--- src/rtl/dtmf_burst_pkg.sv ---
package dtmf_burst_pkg;

  typedef enum logic [1:0] {
    TX_IDLE  = 2'd0,
    TX_TONE  = 2'd1,
    TX_PAUSE = 2'd2
  } tx_state_e;

  // strobes from control to datapath
  typedef struct packed {
    logic load;      // capture the written code
    logic toneGate;  // tone should sound now
  } tx_ctl_t;

  typedef struct packed {
    logic [1:0] row;
    logic [1:0] col;
  } key_pos_t;

  // 4x4 keypad position of a code
  function automatic key_pos_t keyPos(input logic [3:0] code);
    key_pos_t p;
    case (code)
      4'd1:  p = '{row: 2'd0, col: 2'd0};
      4'd2:  p = '{row: 2'd0, col: 2'd1};
      4'd3:  p = '{row: 2'd0, col: 2'd2};
      4'd4:  p = '{row: 2'd1, col: 2'd0};
      4'd5:  p = '{row: 2'd1, col: 2'd1};
      4'd6:  p = '{row: 2'd1, col: 2'd2};
      4'd7:  p = '{row: 2'd2, col: 2'd0};
      4'd8:  p = '{row: 2'd2, col: 2'd1};
      4'd9:  p = '{row: 2'd2, col: 2'd2};
      4'd10: p = '{row: 2'd3, col: 2'd1};
      4'd11: p = '{row: 2'd3, col: 2'd0};
      4'd12: p = '{row: 2'd3, col: 2'd2};
      4'd13: p = '{row: 2'd0, col: 2'd3};
      4'd14: p = '{row: 2'd1, col: 2'd3};
      4'd15: p = '{row: 2'd2, col: 2'd3};
      default: p = '{row: 2'd3, col: 2'd3};
    endcase
    return p;
  endfunction

endpackage

--- src/rtl/dtmf_burst_fsm.sv ---
module dtmf_burst_fsm
  import dtmf_burst_pkg::*;
#(
  parameter int BURST_TICKS = 51,
  parameter int CP_MULT     = 2
) (
  input  logic    clk,
  input  logic    rstN,
  input  logic    wrEn,
  input  logic    msTick,
  input  logic    burstOffN,
  input  logic    cpMode,
  input  logic    toneOut,
  input  logic    irqEn,
  output tx_ctl_t ctl,
  output logic    txEmptyEv,
  output logic    irqEv
);

  localparam int LONG_TICKS = BURST_TICKS * CP_MULT;
  localparam int CNT_W      = $clog2(LONG_TICKS + 1);
  localparam logic [CNT_W-1:0] SHORT_LAST = CNT_W'(BURST_TICKS - 1);
  localparam logic [CNT_W-1:0] LONG_LAST  = CNT_W'(LONG_TICKS - 1);

  tx_state_e        st;
  logic [CNT_W-1:0] cnt;
  logic             longDur;
  logic [CNT_W-1:0] lastCnt;
  logic             atLast;

  assign lastCnt = longDur ? LONG_LAST : SHORT_LAST;
  assign atLast  = msTick && (cnt == lastCnt);

  always_comb begin
    ctl.load     = wrEn && (burstOffN || st == TX_IDLE);
    ctl.toneGate = burstOffN ? toneOut : (st == TX_TONE);
  end

  always_ff @(posedge clk) begin
    if (!rstN) begin
      st        <= TX_IDLE;
      cnt       <= '0;
      longDur   <= 1'b0;
      txEmptyEv <= 1'b0;
      irqEv     <= 1'b0;
    end else begin
      txEmptyEv <= 1'b0;
      irqEv     <= 1'b0;
      if (burstOffN) begin
        st  <= TX_IDLE;
        cnt <= '0;
      end else begin
        case (st)
          TX_IDLE: if (wrEn) begin
            st      <= TX_TONE;
            cnt     <= '0;
            longDur <= cpMode;
          end
          TX_TONE: if (atLast) begin
            st  <= TX_PAUSE;
            cnt <= '0;
          end else if (msTick) begin
            cnt <= cnt + 1'b1;
          end
          TX_PAUSE: if (atLast) begin
            st        <= TX_IDLE;
            cnt       <= '0;
            txEmptyEv <= 1'b1;
            irqEv     <= irqEn;
          end else if (msTick) begin
            cnt <= cnt + 1'b1;
          end
          default: st <= TX_IDLE;
        endcase
      end
    end
  end

  // the tick counter never runs past the selected length
  p_cnt_bound_r2: assert property (@(posedge clk) disable iff (!rstN)
    (st != TX_IDLE) |-> (cnt <= lastCnt));

  // the empty event only follows a pause
  p_empty_after_pause_r4: assert property (@(posedge clk) disable iff (!rstN)
    txEmptyEv |-> ($past(st) == TX_PAUSE));

  // interrupt never without the empty event
  p_irq_with_empty_r4: assert property (@(posedge clk) disable iff (!rstN)
    irqEv |-> txEmptyEv);

  // no empty event while burst timing is off
  p_nonburst_quiet_r5: assert property (@(posedge clk) disable iff (!rstN)
    $past(burstOffN) |-> !txEmptyEv);

  // a busy sequencer does not accept a new code
  p_busy_ignores_r7: assert property (@(posedge clk) disable iff (!rstN)
    (!burstOffN && st != TX_IDLE) |-> !ctl.load);

endmodule

--- src/rtl/dtmf_tone_path.sv ---
module dtmf_tone_path
  import dtmf_burst_pkg::*;
#(
  parameter int CODE_W = 4
) (
  input  logic              clk,
  input  logic              rstN,
  input  tx_ctl_t           ctl,
  input  logic [CODE_W-1:0] wrCode,
  input  logic              singleSel,
  input  logic              colSel,
  output logic              toneOn,
  output logic              rowEn,
  output logic              colEn,
  output logic [1:0]        rowIdx,
  output logic [1:0]        colIdx
);

  logic [CODE_W-1:0] codeReg;
  key_pos_t          pos;

  always_ff @(posedge clk) begin
    if (!rstN)         codeReg <= '0;
    else if (ctl.load) codeReg <= wrCode;
  end

  assign pos    = keyPos(4'(codeReg));
  assign rowIdx = pos.row;
  assign colIdx = pos.col;
  assign toneOn = ctl.toneGate;
  assign rowEn  = ctl.toneGate && (!singleSel || !colSel);
  assign colEn  = ctl.toneGate && (!singleSel || colSel);

  // stored code changes only on an accepted write
  p_code_hold_r7: assert property (@(posedge clk) disable iff (!rstN)
    !ctl.load |=> $stable(codeReg));

  // single-tone mode never drives both groups
  p_single_group_r9: assert property (@(posedge clk) disable iff (!rstN)
    singleSel |-> ($countones({rowEn, colEn}) == int'(toneOn)));

endmodule

--- src/rtl/dtmf_burst_ctrl.sv ---
module dtmf_burst_ctrl
  import dtmf_burst_pkg::*;
#(
  parameter int BURST_TICKS = 51,
  parameter int CP_MULT     = 2,
  parameter int CODE_W      = 4
) (
  input  logic              clk,
  input  logic              rstN,
  input  logic              wrEn,
  input  logic [CODE_W-1:0] wrCode,
  input  logic              msTick,
  input  logic              burstOffN,
  input  logic              cpMode,
  input  logic              toneOut,
  input  logic              singleSel,
  input  logic              colSel,
  input  logic              irqEn,
  output logic              toneOn,
  output logic              rowEn,
  output logic              colEn,
  output logic [1:0]        rowIdx,
  output logic [1:0]        colIdx,
  output logic              txEmptyEv,
  output logic              irqEv
);

  tx_ctl_t ctl;

  dtmf_burst_fsm #(.BURST_TICKS(BURST_TICKS), .CP_MULT(CP_MULT)) uFsm (
    .clk(clk), .rstN(rstN), .wrEn(wrEn), .msTick(msTick),
    .burstOffN(burstOffN), .cpMode(cpMode), .toneOut(toneOut),
    .irqEn(irqEn), .ctl(ctl), .txEmptyEv(txEmptyEv), .irqEv(irqEv)
  );

  dtmf_tone_path #(.CODE_W(CODE_W)) uPath (
    .clk(clk), .rstN(rstN), .ctl(ctl), .wrCode(wrCode),
    .singleSel(singleSel), .colSel(colSel), .toneOn(toneOn),
    .rowEn(rowEn), .colEn(colEn), .rowIdx(rowIdx), .colIdx(colIdx)
  );

endmodule

--- config.mk ---
export PLATFORM = sky130hd
export DESIGN_NAME = dtmf_burst_ctrl
export DESIGN_NICKNAME = d
export VERILOG_FILES = /design/src/rtl/dtmf_burst_pkg.sv /design/src/rtl/dtmf_burst_fsm.sv /design/src/rtl/dtmf_tone_path.sv /design/src/rtl/dtmf_burst_ctrl.sv
export SDC_FILE = /design/constraint.sdc
export NUM_CORES = 1
export LEC_CHECK = 0
export ABC_AREA = 1
export CAP_MARGIN = 20
export CORE_AREA = 2 2 61 75
export DETAILED_ROUTE_END_ITERATION = 10
export DIE_AREA = 0 0 63 77
export MAX_ROUTING_LAYER = met4
export PLACE_DENSITY_LB_ADDON = 0.05
export SYNTH_ARGS = -nofsm -noshare
export SYNTH_HDL_FRONTEND = slang
export SYNTH_SLANG_ARGS = --single-unit
--- constraint.sdc ---
create_clock -name clk -period 2.6 [get_ports clk]
set_clock_uncertainty 0.2 [all_clocks]
set_input_delay 0.26 -clock clk [delete_from_list [all_inputs] [get_ports clk]]
set_output_delay 0.26 -clock clk [all_outputs]
set_load 0.02 [all_outputs]
==> results of run 1 <==
## tightest hold or removal path: stages (launching register included)
cell     delay [ns]
dfxtp_1        0.32
nand2_1        0.06
a21oi_1        0.06
## routing by layer
layer  track usage  wire, microns  vias up
met5             -              0        -
met4        0.0400             17        0
met3        0.0176             92        2
met2         0.182           1170       16
met1         0.139           1170      468
li1              -              -      577
## stage by stage
stage / setup slack [ns] / utilization / hold slack, ns / total power [uW] / instances
2_1_floorplan: 0.539 / - / 0.210 / 470 / 172
3_3_place_gp: 0.198 / 0.362 / 0.270 / 551 / 250
3_5_place_dp: 0.147 / 0.362 / 0.282 / 552 / 250
4_1_cts: 0.135 / 0.375 / 0.295 / 793 / 254
5_1_grt: 0.0222 / 0.375 / 0.324 / 834 / 254
6_report: 0.163 / 0.375 / 0.295 / 779 / 254
## cells by family after synthesis
| group | Yosys count | share of synthesized area |
|---|---|---|
| buffers and inverters | 34 | 0.106 |
| adders and majority gates | 12 | 0.125 |
| and+or+nand+nor | 79 | 0.292 |
| DFF | 20 | 0.333 |
| xor gates and xnor gates | 3 | 0.0218 |
| AOI/OAI and AO/OA | 24 | 0.123 |
## cells in the final DEF, fill, tap and decap left out, drive strengths merged
cell / Yosys / routed
nand2: 47 / 47
and3: 1 / 1
dfxtp: 20 / 20
nand3: 8 / 8
ha: 12 / 12
clkdlybuf4s50: 0 / 22
nor3: 1 / 1
nor3b: 1 / 1
nor2: 16 / 16
or2: 4 / 4
clkbuf: 0 / 4
inv: 34 / 34
o211ai: 2 / 2
nand4: 1 / 1
a21oi: 11 / 11
o21ai: 10 / 10
xor2: 3 / 3
o21a: 1 / 1
## worst paths after layout
kind | slack, ns | endpoint | from
setup / recovery | 0.16 | rowEn | burstOffN
hold / removal | 0.30 | uFsm.cnt[6]$_SDFFE_PP0P_ | uFsm.cnt[6]$_SDFFE_PP0P_
setup reg to reg | 0.27 | uPath.pos[1]$_DFF_P_ | uFsm.st[0]$_SDFFE_PP0P_
hold reg to reg | 0.30 | uFsm.cnt[6]$_SDFFE_PP0P_ | uFsm.cnt[6]$_SDFFE_PP0P_
## flip-flops by register name (all words and copies together), names as in the netlist
signal          count
uFsm.txEmptyEv      1
uFsm.cnt            7
uPath.pos           4
uPath.codeReg       4
uFsm.irqEv          1
uFsm.longDur        1
uFsm.st             2
## power by group through the flow
stage	clock, uW	sequential [uW]	combinational (uW)
after floorplan	0	357	113
after global placement	0	343	209
after detailed placement	0	343	209
after CTS	248	336	210
after global routing	263	338	233
final	237	335	207
## layout make-up
class | count | area, sq um | area share
clock buffer | 4 | 55.1 | 0.0355
inverter | 34 | 128 | 0.0824
multi-input combinational | 118 | 676 | 0.436
sequential | 20 | 400 | 0.258
tap | 56 | 70.1 | 0.0452
timing repair buffer | 22 | 220 | 0.142
## synth_stat cells, types with 2 or more instances
master / number
or2_1: 2
o21ai_0: 8
nor2_1: 15
ha_1: 12
xor2_1: 3
inv_2: 5
dfxtp_1: 20
inv_1: 29
or2_2: 2
nand2_1: 45
nand3_1: 7
a21oi_1: 10
==> impl_metrics.csv, run 1 <==
group,metric,value,unit
power,p_leak,0.000738,uW
grt,grt_antenna_before_repair,0,
synth,synth_flop_cell,"dfxtp_1",
clock_network,post_cts_buffers,0,
route,routed_wl,2450,microns
worst_setup_path,cp_top_family,"buffers and inverters",
floorplan,die_y,77,microns
route,ant_nets,0,
power,p_sw,229,uW
clock_network,htreeDepth,1,
route,vias,1063,
sta,timing.fmax,410,MHz
final_layout,fill_cells,482,
sta,setup_viol,0,
power,p_per_area,503,nW/um^2
placement,dpl_cell_area,1490,sq um
worst_setup_path,worstSetupStartpointType,"input pin",
worst_setup_path,cp.required,2.14,ns
clock_network,ctsHoldBuffers,0,
floorplan,core_area,4130,sq um
worst_setup_path,path_class,"input pin to primary output",
synth,ys_ff_latch,20,
synth,synth_largest_area_cell,"dfxtp_1",
route,drt_iter0_markers,34,
clock_network,cts_resized,0,
route,first_pass_iters,6,
route,avgViaCountPerCell,4.19,
route,routedWlPerCell,9.66,microns
hold_path,hold_path_class,"register to register",
floorplan,num_rows,26,
grt,track_usage,0.112,
synth,ys_seq_area_frac,0.333,
clock_network,cts_sinks,20,
synth,synth-edff-count,0,
sta,slew-limit-headroom,0.791,
synth,synth_nets,198,
worst_setup_path,rr_worst_depth,12,
hold_path,hold_depth,2,
worst_setup_path,slowest_delay,0.59,ns
synth,syn_area_per_cell,7.00,sq um
clock_network,cts-root-buf,"clkbuf_8",
floorplan,initial_core_util,0.291,
worst_setup_path,path_buf_inv,3,
synth,yosys_warnings,0,
power,combPwrFrac,0.266,
floorplan,die_area,4850,sq um
clock_network,clk_path_buf_depth,2,
sta,worst_slew_pin_slew,0.311,ns
sta,final.setup.tns,0,ns
grt,grt_first_pass_wirelength,4340,microns
sta,slew_violations,0,
synth,ys_types,26,
power,internal_power,550,uW
synth,ys_async_sr_fraction,0,
placement,gp_congestion,0.795,
grt,gr-total-overflow,0,
job,max_cap_viol_count,0,
worst_setup_path,worstPathMaxFanout,5,
worst_setup_path,cp-end-kind,"primary output",
final_layout,area_growth,28.7,%
final_layout,layout-drive-gt1-share,0.0909,
sta,layout_min_cycle_time,2.44,ns
power,p_sw_frac,0.294,
grt,grt_pass1_vias,1005,
worst_setup_path,critPathArrivalTime,1.98,ns
synth,syn_area,1200,sq um
worst_setup_path,critPathMostFrequentCell,"clkdlybuf4s50_1",
clock_network,path_clk_slew,0.08,ns
outcome,status,"complete, no violations",
route,drc,0,
synth,netlist_instances,172,
placement,dpl.hpwl,2000,microns
clock_network,numCtsBuffers,3,
floorplan,die_w,63,microns
clock_network,clock_latency,0.26,ns
power,pwr-share-seq,0.430,
clock_network,cts_tree,"done",
worst_setup_path,cp.depth,6,
synth,synth_area_leaders,"dfxtp_1, nand2_1, ha_1",
sta,hold_viol,0,
placement,io_buffers,22,
power,pwr-share-clk,0.304,
sta,period_share,0.937,
grt,grt_max_degree,12,
sta,rsz0062_at_grt,"false",
final_layout,antenna_cells,0,
power,ir_drop,0.212,mV
final_layout,nets,225,
worst_setup_path,crit_chain,"clkdlybuf4s50_1 -> inv_1 -> or2_2 -> o21ai_0 -> a21oi_1 -> clkdlybuf4s50_1",
worst_setup_path,crit_slowest_cell,"clkdlybuf4s50_1",
floorplan,pin_count,23,
final_layout,fin_area,1550,sq um
synth,synth.top_cell.area_share,0.333,
Note: power is estimated with default switching activity, not from simulation.
==> inputs of run 2 (changes only) <==
ABC_AREA = 0   (was 1)
CORE_AREA = 2 2 60 73   (was 2 2 61 75)
DIE_AREA = 0 0 62 75   (was 0 0 63 77)
DONT_BUFFER_PORTS = 1   (was unset)
==> run 2 against run 1 <==
Routed wire length grew 3.9%. Global-route usage grew 1.7 points. Worst hold slack got worse by 0.28 ns. Power decreased by 4.2%. Sequential power increased by 1%. Largest power group unchanged. Synthesized area shrank 4.9%. Clock power up 35%. Cell count down 23%. Critical path depth grew 2. Register-to-register slack got worse by 0.02 ns. Fmax increased by 3.5%. Sequential share of layout area is 3.8 points higher.
==> impl_metrics.csv, run 2 <==
group,metric,value,unit
worst_setup_path,cp_top_family,"multiplexers",
grt,gr-total-overflow,0,
synth,synth-edff-count,0,
hold_path,hold_path_class,"input pin to register",
route,drt_iter0_markers,41,
floorplan,die_y,75,microns
hold_path,hold_depth,3,
route,vias,946,
job,max_cap_viol_count,0,
clock_network,cts_tree,"done",
final_layout,finalNonFillerCells,196,
final_layout,antenna_cells,0,
route,avgViaCountPerCell,4.83,
route,drc,0,
clock_network,numCtsBuffers,3,
synth,syn_area,1140,sq um
hold_path,min_to,"uPath.codeReg[1]$_SDFFE_PN0N_",
sta,period_share,0.906,
synth,yosys_warnings,0,
grt,track_usage,0.129,
synth,synth_commonest_cells,"dfxtp_1, nand2_1, ha_1",
placement,place_inst,188,
worst_setup_path,reg2reg_slack,0.25,ns
clock_network,clk_path_buf_depth,2,
synth,synth.most_common_cell,"dfxtp_1",
route,first_pass_iters,4,
power,ir_drop,0.179,mV
clock_network,ctsHoldBuffers,4,
sta,whs,0.0191,ns
final_layout,area_growth,18.1,%
worst_setup_path,r2r_end,"uPath.pos[2]$_DFF_P_",
clock_network,cts_sinks,20,
sta,hold_viol,0,
worst_setup_path,rr_worst_depth,8,
worst_setup_path,cp-end-kind,"register",
clock_network,clock_latency,0.26,ns
grt,grt_first_pass_wirelength,4210,microns
synth,ys_ff_latch,20,
worst_setup_path,worstPathMaxFanout,8,
floorplan,die_w,62,microns
route,routed_wl,2550,microns
power,p_per_area,552,nW/um^2
worst_setup_path,critPathArrivalTime,2.30,ns
placement,dpl.hpwl,2000,microns
final_layout,layout_common_cells,"dfxtp_1, nand2_1, ha_1",
power,total_power,746,uW
hold_path,hold_path.startpoint,"wrEn",
synth,synth_largest_area_cell,"dfxtp_1",
floorplan,num_rows,25,
sta,setup_viol,0,
grt,grt_pass1_vias,935,
floorplan,pin_count,23,
sta,slew-limit-headroom,0.700,
worst_setup_path,path_class,"register to register",
synth,synth_flop_cell,"dfxtp_1",
synth,synth_nets,157,
synth,ys_types,35,
power,p_leak,0.000516,uW
worst_setup_path,worstSetupStartpointType,"register",
final_layout,mostFrequentLayoutCell,"dfxtp_1",
synth,synth.top_cell.area_share,0.350,
floorplan,initial_core_util,0.293,
final_layout,regMostFlops,"uFsm.cnt",
clock_network,post_cts_buffers,0,
sta,worst_slew_pin_slew,0.445,ns
floorplan,die_area,4650,sq um
synth,syn_area_per_cell,8.74,sq um
grt,grt_max_degree,13,
sta,rsz0062_at_grt,"false",
clock_network,cts_resized,0,
worst_setup_path,path_buf_inv,3,
worst_setup_path,crit_chain,"inv_1 -> ha_1 -> o21ai_2 -> buf_4 -> o21ai_0 -> inv_1 -> ha_1 -> mux4_2",
synth,ys_seq_area_frac,0.350,
worst_setup_path,cp.required,2.54,ns
worst_setup_path,timing.rr.start,"uFsm.st[0]$_SDFFE_PP0P_",
final_layout,finish.utilization,0.346,
clock_network,htreeDepth,1,
sta,slew_violations,0,
worst_setup_path,slowest_delay,0.45,ns
final_layout,largest_register_ffs,7,
synth,synth_area_leaders,"dfxtp_1, ha_1, nand2_1",
grt,grt_antenna_before_repair,0,
final_layout,nets,169,
placement,gp_congestion,0.716,
route,ant_nets,0,
outcome,status,"complete, no violations",
sta,timing.fmax,425,MHz
placement,io_buffers,0,
synth,netlist_instances,131,
floorplan,core_area,3910,sq um
sta,final.setup.tns,0,ns
sta,layout_min_cycle_time,2.35,ns
clock_network,path_clk_slew,0.08,ns
worst_setup_path,crit_slowest_cell,"mux4_2",
route,routedWlPerCell,13.0,microns
synth,ys_async_sr_fraction,0,
final_layout,layout-drive-gt1-share,0.134,
clock_network,cts-root-buf,"clkbuf_8",
==> run 2: cell count changes after synthesis, sizes merged, moves of 3 or more <==
cell / change
nand2: -28
inv: -25
and2: +3
o21ai: -6
a21oi: -5
o311ai: +4
nor2: -10
mux2i: +5
nand4b: +3
xor2: -3
nor2b: +5
nand4: +5
nand3: -3
==> run 2: power by group <==
group / total, uW / switching (uW) / internal [uW]
combinational: 85.8 / 46.9 / 38.9
sequential: 340 / 18.5 / 321
clock: 320 / 115 / 206
==> run 2: logic make-up (layout without fill, tap and decap cells) <==
logic type                 Yosys count  count (layout)  share of synthesized area
AOI/OAI and AO/OA                   21              21                      0.127
adders and majority gates           12              12                      0.131
buffers and inverters               11              22                     0.0371
DFF                                 20              20                      0.350
muxes                                6               6                     0.0634
and+or+nand+nor                     61              61                      0.292
==> run 2: worst max path at each step <==
stage,startpoint,to,slack [ns],cells past startpoint
finish,uFsm.st[0]$_SDFFE_PP0P_,uPath.pos[2]$_DFF_P_,0.25,8
global route,uFsm.st[1]$_SDFFE_PP0P_,uPath.pos[2]$_DFF_P_,0.06,8
CTS,uFsm.st[0]$_SDFFE_PP0P_,uPath.pos[2]$_DFF_P_,0.24,8
detailed placement,uFsm.st[0]$_SDFFE_PP0P_,uPath.pos[2]$_DFF_P_,0.26,8
global placement,uFsm.st[0]$_SDFFE_PP0P_,uPath.pos[2]$_DFF_P_,0.34,8
floorplan,uFsm.st[0]$_SDFFE_PP0P_,uPath.pos[2]$_DFF_P_,0.28,8
==> run 2: cell type report <==
class                           count  area, sq um
Fill cell                         413         2560
Multi-Input combinational cell    100          702
Sequential cell                    20          400
Timing Repair Buffer                9         77.6
Tap cell                           54         67.6
Clock buffer                        3         41.3
Inverter                            9         33.8
Clock inverter                      1         30.0
==> run 2: stage by stage <==
step / cell area (sq um) / setup WS, ns
2_1_floorplan: 1140 / 0.278
3_3_place_gp: 1240 / 0.342
3_5_place_dp: 1240 / 0.263
4_1_cts: 1350 / 0.241
5_1_grt: 1350 / 0.0631
6_report: 1350 / 0.245
==> run 2: per-layer routing <==
| layer | global-route usage | share of wire |
|---|---|---|
| met3 | 0.0309 | 0.034 |
| met5 | - | 0 |
| met2 | 0.222 | 0.52 |
| met4 | 0.0567 | 0.015 |
| met1 | 0.136 | 0.43 |
==> run 2: worst reg2reg max path, cell delays in order (launching register included) <==
cell,delay [ns]
dfxtp_1,0.35
inv_1,0.12
ha_1,0.21
o21ai_2,0.07
buf_4,0.16
o21ai_0,0.32
inv_1,0.14
ha_1,0.22
mux4_2,0.45
